File: config.mk
export PLATFORM = sky130hd
export DESIGN_NAME = dm_cache
export DESIGN_NICKNAME = d
export VERILOG_FILES = /design/src/rtl/dm_cache.sv
export SDC_FILE = /design/constraint.sdc
export NUM_CORES = 1
export LEC_CHECK = 0
export CORE_MARGIN = 2
export CORE_UTILIZATION = 25
export DETAILED_ROUTE_END_ITERATION = 8
export DONT_BUFFER_PORTS = 1
export SLEW_MARGIN = 30
export SYNTH_ARGS = -nofsm -noshare
export SYNTH_HDL_FRONTEND = slang
export SYNTH_SLANG_ARGS = --single-unit
File: constraint.sdc
create_clock -name clk -period 3.7 [get_ports clk]
set_input_delay 0.185 -clock clk [delete_from_list [all_inputs] [get_ports clk]]
set_output_delay 0.185 -clock clk [all_outputs]
set_load 0.1 [all_outputs]
File: src/rtl/dm_cache.sv
`timescale 1ns/1ps
module dm_cache #(
  parameter int AW      = 8,
  parameter int LINES   = 4,
  parameter int MEM_CYC = 4,
  parameter int POLICY  = 0,
  parameter int CNT_W   = 32
) (
  input  logic             clk,
  input  logic             rst_n,
  input  logic             cpu_req,
  input  logic             cpu_we,
  input  logic [AW-1:0]    cpu_addr,
  input  logic [31:0]      cpu_wdata,
  output logic             cpu_ready,
  output logic [31:0]      cpu_rdata,
  output logic             mem_en,
  output logic             mem_we,
  output logic             mem_last,
  output logic [AW-1:0]    mem_addr,
  output logic [31:0]      mem_wdata,
  input  logic [31:0]      mem_rdata,
  output logic [CNT_W-1:0] acc_cycles
);
  localparam int IW = $clog2(LINES);
  localparam int TW = AW - IW;
  localparam int CW = $clog2(MEM_CYC + 1);
  localparam bit IS_WB = (POLICY == 0);
  localparam bit ALLOC = (POLICY != 1);

  typedef enum logic [2:0] {S_IDLE, S_EVICT, S_FILL, S_WRT, S_RESP} state_t;

  state_t state, cur, first_op, after_last;
  logic [CW-1:0] cnt;
  logic [31:0]   line_data [LINES];
  logic [TW-1:0] line_tag  [LINES];
  logic [LINES-1:0] valid_q, dirty_q;

  logic [IW-1:0] idx;
  logic [TW-1:0] ctag;
  logic hit, victim_dirty, quick_done, evict_wr_done, fill_done, wrt_hit, install_wb;

  assign idx  = cpu_addr[IW-1:0];
  assign ctag = cpu_addr[AW-1:IW];
  assign hit  = valid_q[idx] && (line_tag[idx] == ctag);
  assign victim_dirty = IS_WB && valid_q[idx] && dirty_q[idx];

  always_comb begin
    first_op = S_IDLE;
    if (!cpu_we)     first_op = hit ? S_IDLE : (victim_dirty ? S_EVICT : S_FILL);
    else if (hit)    first_op = IS_WB ? S_IDLE : S_WRT;
    else if (IS_WB)  first_op = victim_dirty ? S_EVICT : S_IDLE;
    else             first_op = ALLOC ? S_FILL : S_WRT;
  end

  assign cur = (state == S_IDLE) ? (cpu_req ? first_op : S_IDLE) : state;

  assign mem_en    = (cur == S_EVICT) || (cur == S_FILL) || (cur == S_WRT);
  assign mem_last  = mem_en && (cnt == CW'(MEM_CYC - 1));
  assign mem_we    = (cur == S_EVICT) || (cur == S_WRT);
  assign mem_addr  = (cur == S_EVICT) ? {line_tag[idx], idx} : cpu_addr;
  assign mem_wdata = (cur == S_EVICT) ? line_data[idx] : cpu_wdata;

  assign quick_done    = (state == S_IDLE) && cpu_req && (first_op == S_IDLE);
  assign evict_wr_done = mem_last && (cur == S_EVICT) && cpu_we;
  assign fill_done     = mem_last && (cur == S_FILL);
  assign wrt_hit       = mem_last && (cur == S_WRT) && hit;
  assign install_wb    = (quick_done && cpu_we) || evict_wr_done;

  assign cpu_ready = quick_done || (state == S_RESP) || (mem_last && cur == S_WRT) || evict_wr_done;
  assign cpu_rdata = line_data[idx];

  always_comb begin
    case (cur)
      S_EVICT: after_last = cpu_we ? S_IDLE : S_FILL;
      S_FILL:  after_last = cpu_we ? S_WRT : S_RESP;
      default: after_last = S_IDLE;
    endcase
  end

  always_ff @(posedge clk or negedge rst_n) begin
    if (!rst_n) begin
      state <= S_IDLE;
      cnt   <= '0;
    end else if (mem_en) begin
      if (mem_last) begin
        state <= after_last;
        cnt   <= '0;
      end else begin
        state <= cur;
        cnt   <= cnt + 1'b1;
      end
    end else if (state == S_RESP) begin
      state <= S_IDLE;
    end
  end

  always_ff @(posedge clk or negedge rst_n) begin
    if (!rst_n) begin
      valid_q <= '0;
      dirty_q <= '0;
    end else if (install_wb) begin
      valid_q[idx] <= 1'b1;
      dirty_q[idx] <= 1'b1;
    end else if (fill_done) begin
      valid_q[idx] <= 1'b1;
      dirty_q[idx] <= 1'b0;
    end
  end

  always_ff @(posedge clk) begin
    if (install_wb || wrt_hit) line_data[idx] <= cpu_wdata;
    else if (fill_done)        line_data[idx] <= cpu_we ? cpu_wdata : mem_rdata;
    if (install_wb || fill_done) line_tag[idx] <= ctag;
  end

  always_ff @(posedge clk or negedge rst_n) begin
    if (!rst_n) acc_cycles <= '0;
    else if (cpu_req || state != S_IDLE) acc_cycles <= acc_cycles + 1'b1;
  end

  assert_last_in_xfer_R10: assert property (@(posedge clk) disable iff (!rst_n)
    mem_last |-> mem_en);
  assert_xfer_stable_R10: assert property (@(posedge clk) disable iff (!rst_n)
    mem_en && !mem_last |=> mem_en && $stable(mem_addr) && $stable(mem_we));
  assert_ready_with_req_R2: assert property (@(posedge clk) disable iff (!rst_n)
    cpu_ready |-> cpu_req);
  assert_back_to_idle_R2: assert property (@(posedge clk) disable iff (!rst_n)
    cpu_ready |=> state == S_IDLE);

  if (POLICY == 0) begin : g_wb_chk
    assert_wb_writes_victims_R5: assert property (@(posedge clk) disable iff (!rst_n)
      mem_en && mem_we |-> mem_addr != cpu_addr);
  end
  if (POLICY == 1) begin : g_wtn_chk
    assert_no_write_fill_R8: assert property (@(posedge clk) disable iff (!rst_n)
      state == S_FILL |-> !cpu_we);
  end
endmodule

==> parameters.txt, run 1 <==
Parameter                              Value

Run status
  Outcome ... complete, no violations

Power and ir drop
  Pint ... 0.00357 W
  Combinational share of power ... 0.179
  Sequential fraction of design power ... 0.468
  Switching power summed over all nets ... 0.00169 W
  Pwr Density ... 505 nW/um^2
  Leakage ... 3.56 nW
  Final Total Pwr ... 0.00526 W
  Worst vdd rail ir drop ... roughly 0.33 mV
  Fraction of power spent switching nets ... 0.321
  Clock network power share ... 0.354

Setup path
  Crit path max-delay cell type ... sky130_fd_sc_hd__mux2_2
  R2r setup slk ... roughly 0.35 ns
  Maximum cell stage delay along the critical path ... 0.60 ns
  Startpoint type of the worst setup path ... flop
  Reg2Reg Capture Point ... line_data[0][9]
  Number of cell instances on the worst register-to-register path ... 8
  Worst Path Buf+Inv ... 1
  Series of cell instances along the critical path ... mux4_2, xor2_1, or3_4, nor2_4, o31ai_4, buf_12, mux2_2
  Data required, critical path ... 3.51 ns
  Top cell family by delay on the critical path ... multiplexers
  Start of the worst register-to-register path ... valid_q[3]
  Critical path start-end classification ... reg -> out
  Setup crit end kind ... output port
  Crit path DAT ... 3.23 ns
  Critical-path maximum fanout ... 36

Synth
  Sequential area share after synthesis ... 0.650
  Post-synthesis instance area ... 8790 sq um
  Share of synthesized flip-flops with an asynchronous set or reset ... 0.232
  Seq cells post-synth ... 198
  Post-synthesis average cell area ... 16.9 sq um
  Leading post-synthesis cells by cell area ... sky130_fd_sc_hd__edfxtp_1 52%, sky130_fd_sc_hd__dfrtp_1 13%, sky130_fd_sc_hd__mux4_2 10%
  Number of enable flip-flop cells after synthesis ... 152
  Post-synth net total ... 599
  Area fraction of the dominant cell type after synthesis ... 0.519
  Number of cells produced by synthesis ... 520
  Count of cell types in the netlist ... 43
  Synthesis Warnings ... 0
  Library cell occupying the most area in the post-synthesis netlist ... sky130_fd_sc_hd__edfxtp_1
  Main flop type after synthesis ... sky130_fd_sc_hd__edfxtp_1
  Leading post-synthesis cells by instance count ... 152 x sky130_fd_sc_hd__edfxtp_1, 53 x sky130_fd_sc_hd__mux2_2, 46 x sky130_fd_sc_hd__dfrtp_1
  Cell with the most instances after synthesis ... sky130_fd_sc_hd__edfxtp_1

Floorplanning
  Core ar. ... 34500 sq um
  Initial core utilization ... 0.254
  I/O pin count ... 184
  Vert. Die Dim ... roughly 190 um
  Overall die width ... between 150 and 200 um
  Core Rows ... 68
  Die Footprint ... 36700 sq um

CTS
  CTS HTree Levels ... 4
  # resized after CTS ... 0
  CTS Root Buffer Type ... sky130_fd_sc_hd__clkbuf_16
  Clock transition at the registers of the reported paths ... roughly 0.08 ns
  Longest Clk Path Bufs ... 2
  Clock latency reported for the late side of the worst-skew pair ... 0.44 ns
  CTS Sinks ... 198
  Clock tree from TritonCTS ... built
  Number of buffers created by CTS ... 17

STA
  Max-slew violation count ... 0
  Worst-case clock skew ... 0.0120 ns
  Worst rel slew slack ... 0.357
  Slew @ Worst Pin ... 0.965 ns
  Final hold viol count ... 0
  RSZ-0062 raised after global routing ... false
  Final worst-path cycle share ... 0.923
  Max Clk Rate ... 293 MHz
  Number of endpoints failing setup at the final stage ... 0
  Min Clock Period, post-route ... 3.41 ns

Route
  1st-iter DRT viols ... 316
  DR WL/cell ... ~20 um
  Via total after detailed routing ... 4697
  Via density ... between 4 and 5
  Remaining number of nets flagged by the antenna check after routing ... 0
  Routed wire length ... about 20 mm
  Detailed-routing iteration count for the pre-antenna-repair pass ... 6
  DRC violations left ... 0

Place
  Routability congestion estimate ... 0.745
  Post-DP HPWL ... 13.3 mm
  Placed cells ... 995
  Input/output buffers ... 0

Global route
  Global routing usage on met3 ... 0.0310
  Maximum number of pins on one net before global-route repair ... 47
  Congestion Overflow GR ... 0
  Number of global-route vias before repair ... just under 5000
  Global routing met2 resource utilization ... 0.175
  Met1 Track Usage GR ... 0.150
  Initial antenna violation count ... 0
  First-pass GRT wire length ... 29.6 mm
  Busiest grt layer ... met2
  Overall routing resource usage ... 0.111

Hold path
  Hold Path Stages ... 1
  HP Class ... in -> reg
  Endpoint of the worst hold-timing path ... line_data[1][10]
  Origin of the worst min-delay path ... cpu_wdata[10]

Cells and area
  Final cell count without fillers ... 1038
  Number of nets at the end of the flow ... 650
  Fraction of layout instances using a drive strength above 1 ... 0.348
  Diode count ... 0
  Filler Cell Count ... 3470
  Area added between synthesis and finish ... 18.5%

Job
  Number of max-capacitance violations reported ... 0
-- cell families after synthesis --
logic type               count (synthesis)  share of synthesized area
multiplexers                           113                      0.205
AO/OA/AOI/OAI                           37                     0.0262
buffers and inverters                   29                     0.0185
flip-flops                             198                      0.650
XOR/XNOR                                37                     0.0369
AND/OR/NAND/NOR                        103                     0.0594
adder cells (fa/ha/maj)                  3                    0.00427
-- through the flow --
stage | hold WS, ns | area, sq um | setup TNS, ns | utilization | worst slack, ns
6_report | 0.0163 | 10400 | 0 | 0.302 | 0.286
5_1_grt | 0.00103 | 10400 | 0 | 0.302 | 0.135
4_1_cts | 0.00142 | 10400 | 0 | 0.301 | 0.236
3_5_place_dp | -0.107 | 9710 | 0 | 0.281 | 0.533
3_3_place_gp | -0.107 | 9710 | 0 | 0.281 | 0.598
2_1_floorplan | -0.111 | 8790 | -50.71 | - | -0.396
-- layer usage --
layer | vias to the layer above | part of all wire
li1 | 2123 | -
met1 | 2413 | 0.45
met2 | 147 | 0.48
met3 | 14 | 0.057
met4 | 0 | 0.0094
met5 | - | 0
-- how the worst max path moves through the flow --
stage,start,endpoint,slack [ns],cells after the start
global route,cnt[0],line_data[0][9],0.13,10
CTS,line_tag[3][0],mem_addr[6],0.24,7
floorplan,state[1],line_data[0][0],-0.40,8
finish,line_tag[3][0],mem_wdata[31],0.29,7
detailed placement,line_tag[3][0],line_data[0][8],0.53,8
global placement,line_tag[3][0],line_data[0][7],0.60,8
-- power groups by stage --
stage          sequential (W)  clock [W]  combinational [W]
2_1_floorplan         0.00281          0           0.000513
3_3_place_gp          0.00251          0           0.000919
3_5_place_dp          0.00251          0           0.000922
4_1_cts               0.00246    0.00191           0.000949
5_1_grt               0.00246    0.00199           0.000979
6_report              0.00246    0.00186           0.000939
-- worst reg2reg max path: stages, from the launching register on --
cell and delay, ns:
sky130_fd_sc_hd__dfrtp_1 0.38, sky130_fd_sc_hd__mux4_2 0.52, sky130_fd_sc_hd__nand2_1 0.26, sky130_fd_sc_hd__a32oi_1 0.25, sky130_fd_sc_hd__a21oi_1 0.29, sky130_fd_sc_hd__nand2_2 0.25
sky130_fd_sc_hd__buf_12 0.26, sky130_fd_sc_hd__mux2_2 0.33, sky130_fd_sc_hd__dlygate4sd3_1 0.57
-- sequential cells by signal, indices dropped and copies added, names as in the netlist, named ones only --
signal	cells
acc_cycles	32
valid_q	4
cnt	3
state	3
line_data	128
line_tag	24
-- final cells by class --
class                           count  area, sq um  area share
Sequential cell                   198         5720       0.549
Multi-Input combinational cell    293         3000       0.288
Tap cell                          455          569      0.0546
Timing Repair Buffer               57          551      0.0528
Clock buffer                       17          425      0.0408
Clock inverter                     14          144      0.0138
Inverter                            4         15.0     0.00144
-- layout by cell type, fill, tap and decap left out, types with 4 or more instances in the layout --
cell | Yosys | final
sky130_fd_sc_hd__a21oi_1 | 10 | 4
sky130_fd_sc_hd__a21oi_4 | 0 | 4
sky130_fd_sc_hd__and3_1 | 4 | 4
sky130_fd_sc_hd__buf_12 | 0 | 6
sky130_fd_sc_hd__buf_4 | 2 | 39
sky130_fd_sc_hd__clkbuf_16 | 0 | 17
sky130_fd_sc_hd__dfrtp_1 | 46 | 46
sky130_fd_sc_hd__dlygate4sd3_1 | 0 | 11
sky130_fd_sc_hd__edfxtp_1 | 152 | 152
sky130_fd_sc_hd__inv_1 | 4 | 4
sky130_fd_sc_hd__mux2_2 | 53 | 53
sky130_fd_sc_hd__mux2_4 | 20 | 20
sky130_fd_sc_hd__mux4_2 | 40 | 40
sky130_fd_sc_hd__nand2_1 | 27 | 26
sky130_fd_sc_hd__nand2b_1 | 4 | 4
sky130_fd_sc_hd__nand3_1 | 14 | 14
sky130_fd_sc_hd__nand4_1 | 7 | 7
sky130_fd_sc_hd__nor2_1 | 23 | 22
sky130_fd_sc_hd__nor3_1 | 4 | 4
sky130_fd_sc_hd__o21ai_0 | 14 | 14
sky130_fd_sc_hd__o21bai_1 | 4 | 4
sky130_fd_sc_hd__xnor2_1 | 24 | 24
sky130_fd_sc_hd__xor2_1 | 13 | 13
-- repair_timing --
item | in CTS | in global routing
hold endpoints to repair | 72 | 4
setup buffers | 0 | 0
hold buffers | 9 | 3
Power figures use the tool's default switching activity.
==> run 2: changes to the inputs <==
==> constraint.sdc (replaced) <==
create_clock -name clk -period 3.7 [get_ports clk]
set_input_delay 0.185 -clock clk [delete_from_list [all_inputs] [get_ports clk]]
set_output_delay 0.185 -clock clk [all_outputs]
set_load 0.05 [all_outputs]
==> run 2 against run 1 <==
Clock power barely moved. Critical endpoint is now line_data[3][28]. Largest cell class unchanged. Worst setup slack worse by 0.021 ns. Wire length down 0.92%. Sequential power up 4%. Register-to-register slack got worse by 0.09 ns. Largest power group unchanged. Worst hold slack better by 0.0033 ns.
==> parameters.txt, run 2 (synthesized netlist as in run 1, its figures left out) <==
Parameter                              Value

Cells and area
  Diode count ... 0 (unchanged)
  Commonest non-fill, non-tap cells in the layout ... 152 x sky130_fd_sc_hd__edfxtp_1, 53 x sky130_fd_sc_hd__mux2_2, 46 x sky130_fd_sc_hd__dfrtp_1
  Number of flip-flops in the largest register ... 128 (unchanged)
  Most common cell after layout, fill and taps aside ... sky130_fd_sc_hd__edfxtp_1
  Registers with the highest flip-flop counts ... line_data (128), acc_cycles (32), line_tag (24)
  Filler Cell Count ... 3466 (-0.12%)
  Final non-filler cell area ... 10400 sq um (-0.25%)
  Fraction of layout instances using a drive strength above 1 ... 0.315 (-0.0332)
  Largest reg by FF count ... line_data
  Number of nets at the end of the flow ... 647 (-0.46%)
  Area added between synthesis and finish ... 18.2%

Route
  DR WL/cell ... 19.3 um (-0.72%)
  1st-iter DRT viols ... 397 (+26%)
  Via total after detailed routing ... 4714 (+0.36%)
  DRC violations left ... 0 (unchanged)
  Routed wire length ... 20.0 mm (-0.92%)
  Via density ... 4.55 (+0.56%)
  Detailed-routing iteration count for the pre-antenna-repair pass ... 4 (-2)
  Remaining number of nets flagged by the antenna check after routing ... 0 (unchanged)

CTS
  Number of buffers created by CTS ... 17 (unchanged)
  CTS Sinks ... 198 (unchanged)
  Longest Clk Path Bufs ... 2 (unchanged)
  Clock transition at the registers of the reported paths ... 0.08 ns (about the same)
  Clock latency reported for the late side of the worst-skew pair ... 0.44 ns (about the same)
  Clock tree from TritonCTS ... built
  Total setup buffers inserted after CTS ... 0 (unchanged)
  CTS Root Buffer Type ... sky130_fd_sc_hd__clkbuf_16
  CTS HTree Levels ... 4 (unchanged)

STA
  Worst hold slack ... 0.0196 ns (+0.00328 ns)
  Final hold viol count ... 0 (unchanged)
  Min Clock Period, post-route ... 3.44 ns (+0.0211 ns)
  Number of endpoints failing setup at the final stage ... 0 (unchanged)
  RSZ-0062 raised after global routing ... false
  Max-slew violation count ... 0 (unchanged)
  Slew @ Worst Pin ... 0.890 ns (-0.0749 ns)
  Worst-case clock skew ... 0.0130 ns (+0.000985 ns)
  Final worst-path cycle share ... 0.928 (+0.00569)
  Worst rel slew slack ... 0.401 (+0.0444)
  Max Clk Rate ... 291 MHz (-0.61%)

Run status
  Outcome ... complete, no violations

Global route
  Congestion Overflow GR ... 0 (unchanged)
  Number of global-route vias before repair ... 4849 (+0.89%)
  Overall routing resource usage ... 0.112 (+0.000809)
  First-pass GRT wire length ... 30.0 mm (+1.5%)
  Maximum number of pins on one net before global-route repair ... 47 (unchanged)
  Initial antenna violation count ... 1 (+1)

Setup path
  Critical-path maximum fanout ... 22 (-39%)
  Data required, critical path ... 3.87 ns (+0.36 ns)
  Crit path DAT ... 3.61 ns (+0.38 ns)
  Startpoint type of the worst setup path ... flop
  Setup crit end kind ... flop
  Number of cell instances on the worst register-to-register path ... 10 (+2)
  Critical path start-end classification ... reg -> reg

Floorplanning
  Initial core utilization ... 0.254 (unchanged)
  Vert. Die Dim ... 192 um (unchanged)
  I/O pin count ... 184 (unchanged)
  Die Footprint ... 36700 sq um (unchanged)
  Overall die width ... 192 um (unchanged)
  Core ar. ... 34500 sq um (unchanged)
  Core Rows ... 68 (unchanged)

Hold path
  Hold Path Stages ... 1 (unchanged)
  HP Class ... in -> reg

Place
  Standard cell area after detailed placement ... 9520 sq um (-2.0%)
  Input/output buffers ... 0 (unchanged)
  Post-DP HPWL ... 13.2 mm (-0.67%)
  Routability congestion estimate ... 0.758 (+1.7%)

Power and ir drop
  Worst vdd rail ir drop ... 0.319 mV (-3.4%)
  Leakage ... 3.53 nW (-0.94%)
  Final Total Pwr ... 0.00492 W (-6.5%)
  Pwr Density ... 473 nW/um^2 (-6.2%)

Job
  Number of max-capacitance violations reported ... 0 (unchanged)
run 2: changes by cell type in the layout (fill, tap and decap cells not counted), moves of 2 or more:
cell,previous run,this run
sky130_fd_sc_hd__a21oi_1,4,6
sky130_fd_sc_hd__a21oi_2,2,0
sky130_fd_sc_hd__buf_12,6,3
sky130_fd_sc_hd__buf_4,39,24
sky130_fd_sc_hd__dlygate4sd3_1,11,26
run 2: layer usage:
metal	routed length, um	vias up	track usage
li1	-	2118	-
met1	8430	2411	0.141
met2	9910	165	0.182
met3	1370	18	0.0367
met4	280	2	0.0334
met5	12	-	0
run 2: final cells by class:
type                            count  area (sq um)  area share
Multi-Input combinational cell    293          2980       0.287
Timing Repair Buffer               54           528      0.0508
Sequential cell                   198          5720       0.550
Tap cell                          455           569      0.0548
Inverter                            4          15.0     0.00144
Clock buffer                       18           429      0.0413
Clock inverter                     14           155      0.0149
run 2: worst paths after layout:
| path | from | endpoint | slack (ns) |
|---|---|---|---|
| max | cnt[0] | line_data[3][28] | 0.26 |
| min | cpu_wdata[20] | line_data[0][20] | 0.02 |
| max reg2reg | cnt[0] | line_data[3][28] | 0.26 |
| min reg2reg | valid_q[2] | valid_q[2] | 0.48 |
| max in group asynchronous | rst_n | acc_cycles[26] | 3.21 |
| min in group asynchronous | rst_n | asynchronous set/reset pin | 0.27 |
run 2: critical path: stages (launching register included):
cell and delay [ns]:
sky130_fd_sc_hd__dfrtp_1 0.40, sky130_fd_sc_hd__ha_1 0.20, sky130_fd_sc_hd__ha_1 0.28, sky130_fd_sc_hd__nand2b_1 0.18, sky130_fd_sc_hd__nor2_1 0.07, sky130_fd_sc_hd__a32oi_1 0.35, sky130_fd_sc_hd__a21oi_1 0.13, sky130_fd_sc_hd__nand2_2 0.36
sky130_fd_sc_hd__buf_12 0.25, sky130_fd_sc_hd__mux2_2 0.35, sky130_fd_sc_hd__dlygate4sd3_1 0.60
run 2: report_power, final:
part / switching, W / internal (W) / total, W
Clock: 0.000911 / 0.000962 / 0.00187
Combinational: 0.000312 / 0.000161 / 0.000473
Sequential: 0.000138 / 0.00243 / 0.00257
Total: 0.00136 / 0.00356 / 0.00492
run 2: what timing repair did:
action	in CTS	in global routing
hold buffers	24	3
hold endpoints to repair	103	6
gates resized for setup	0	0
run 2: metrics by stage:
stage          utilization  setup slack, ns  TNS, ns  instances
6_report             0.301            0.265        0       1036
3_3_place_gp         0.276            0.674        0        977
3_5_place_dp         0.276            0.706        0        977
4_1_cts              0.300            0.221        0       1033
5_1_grt              0.301           0.0110        0       1036
2_1_floorplan            -           -0.386   -49.38        520
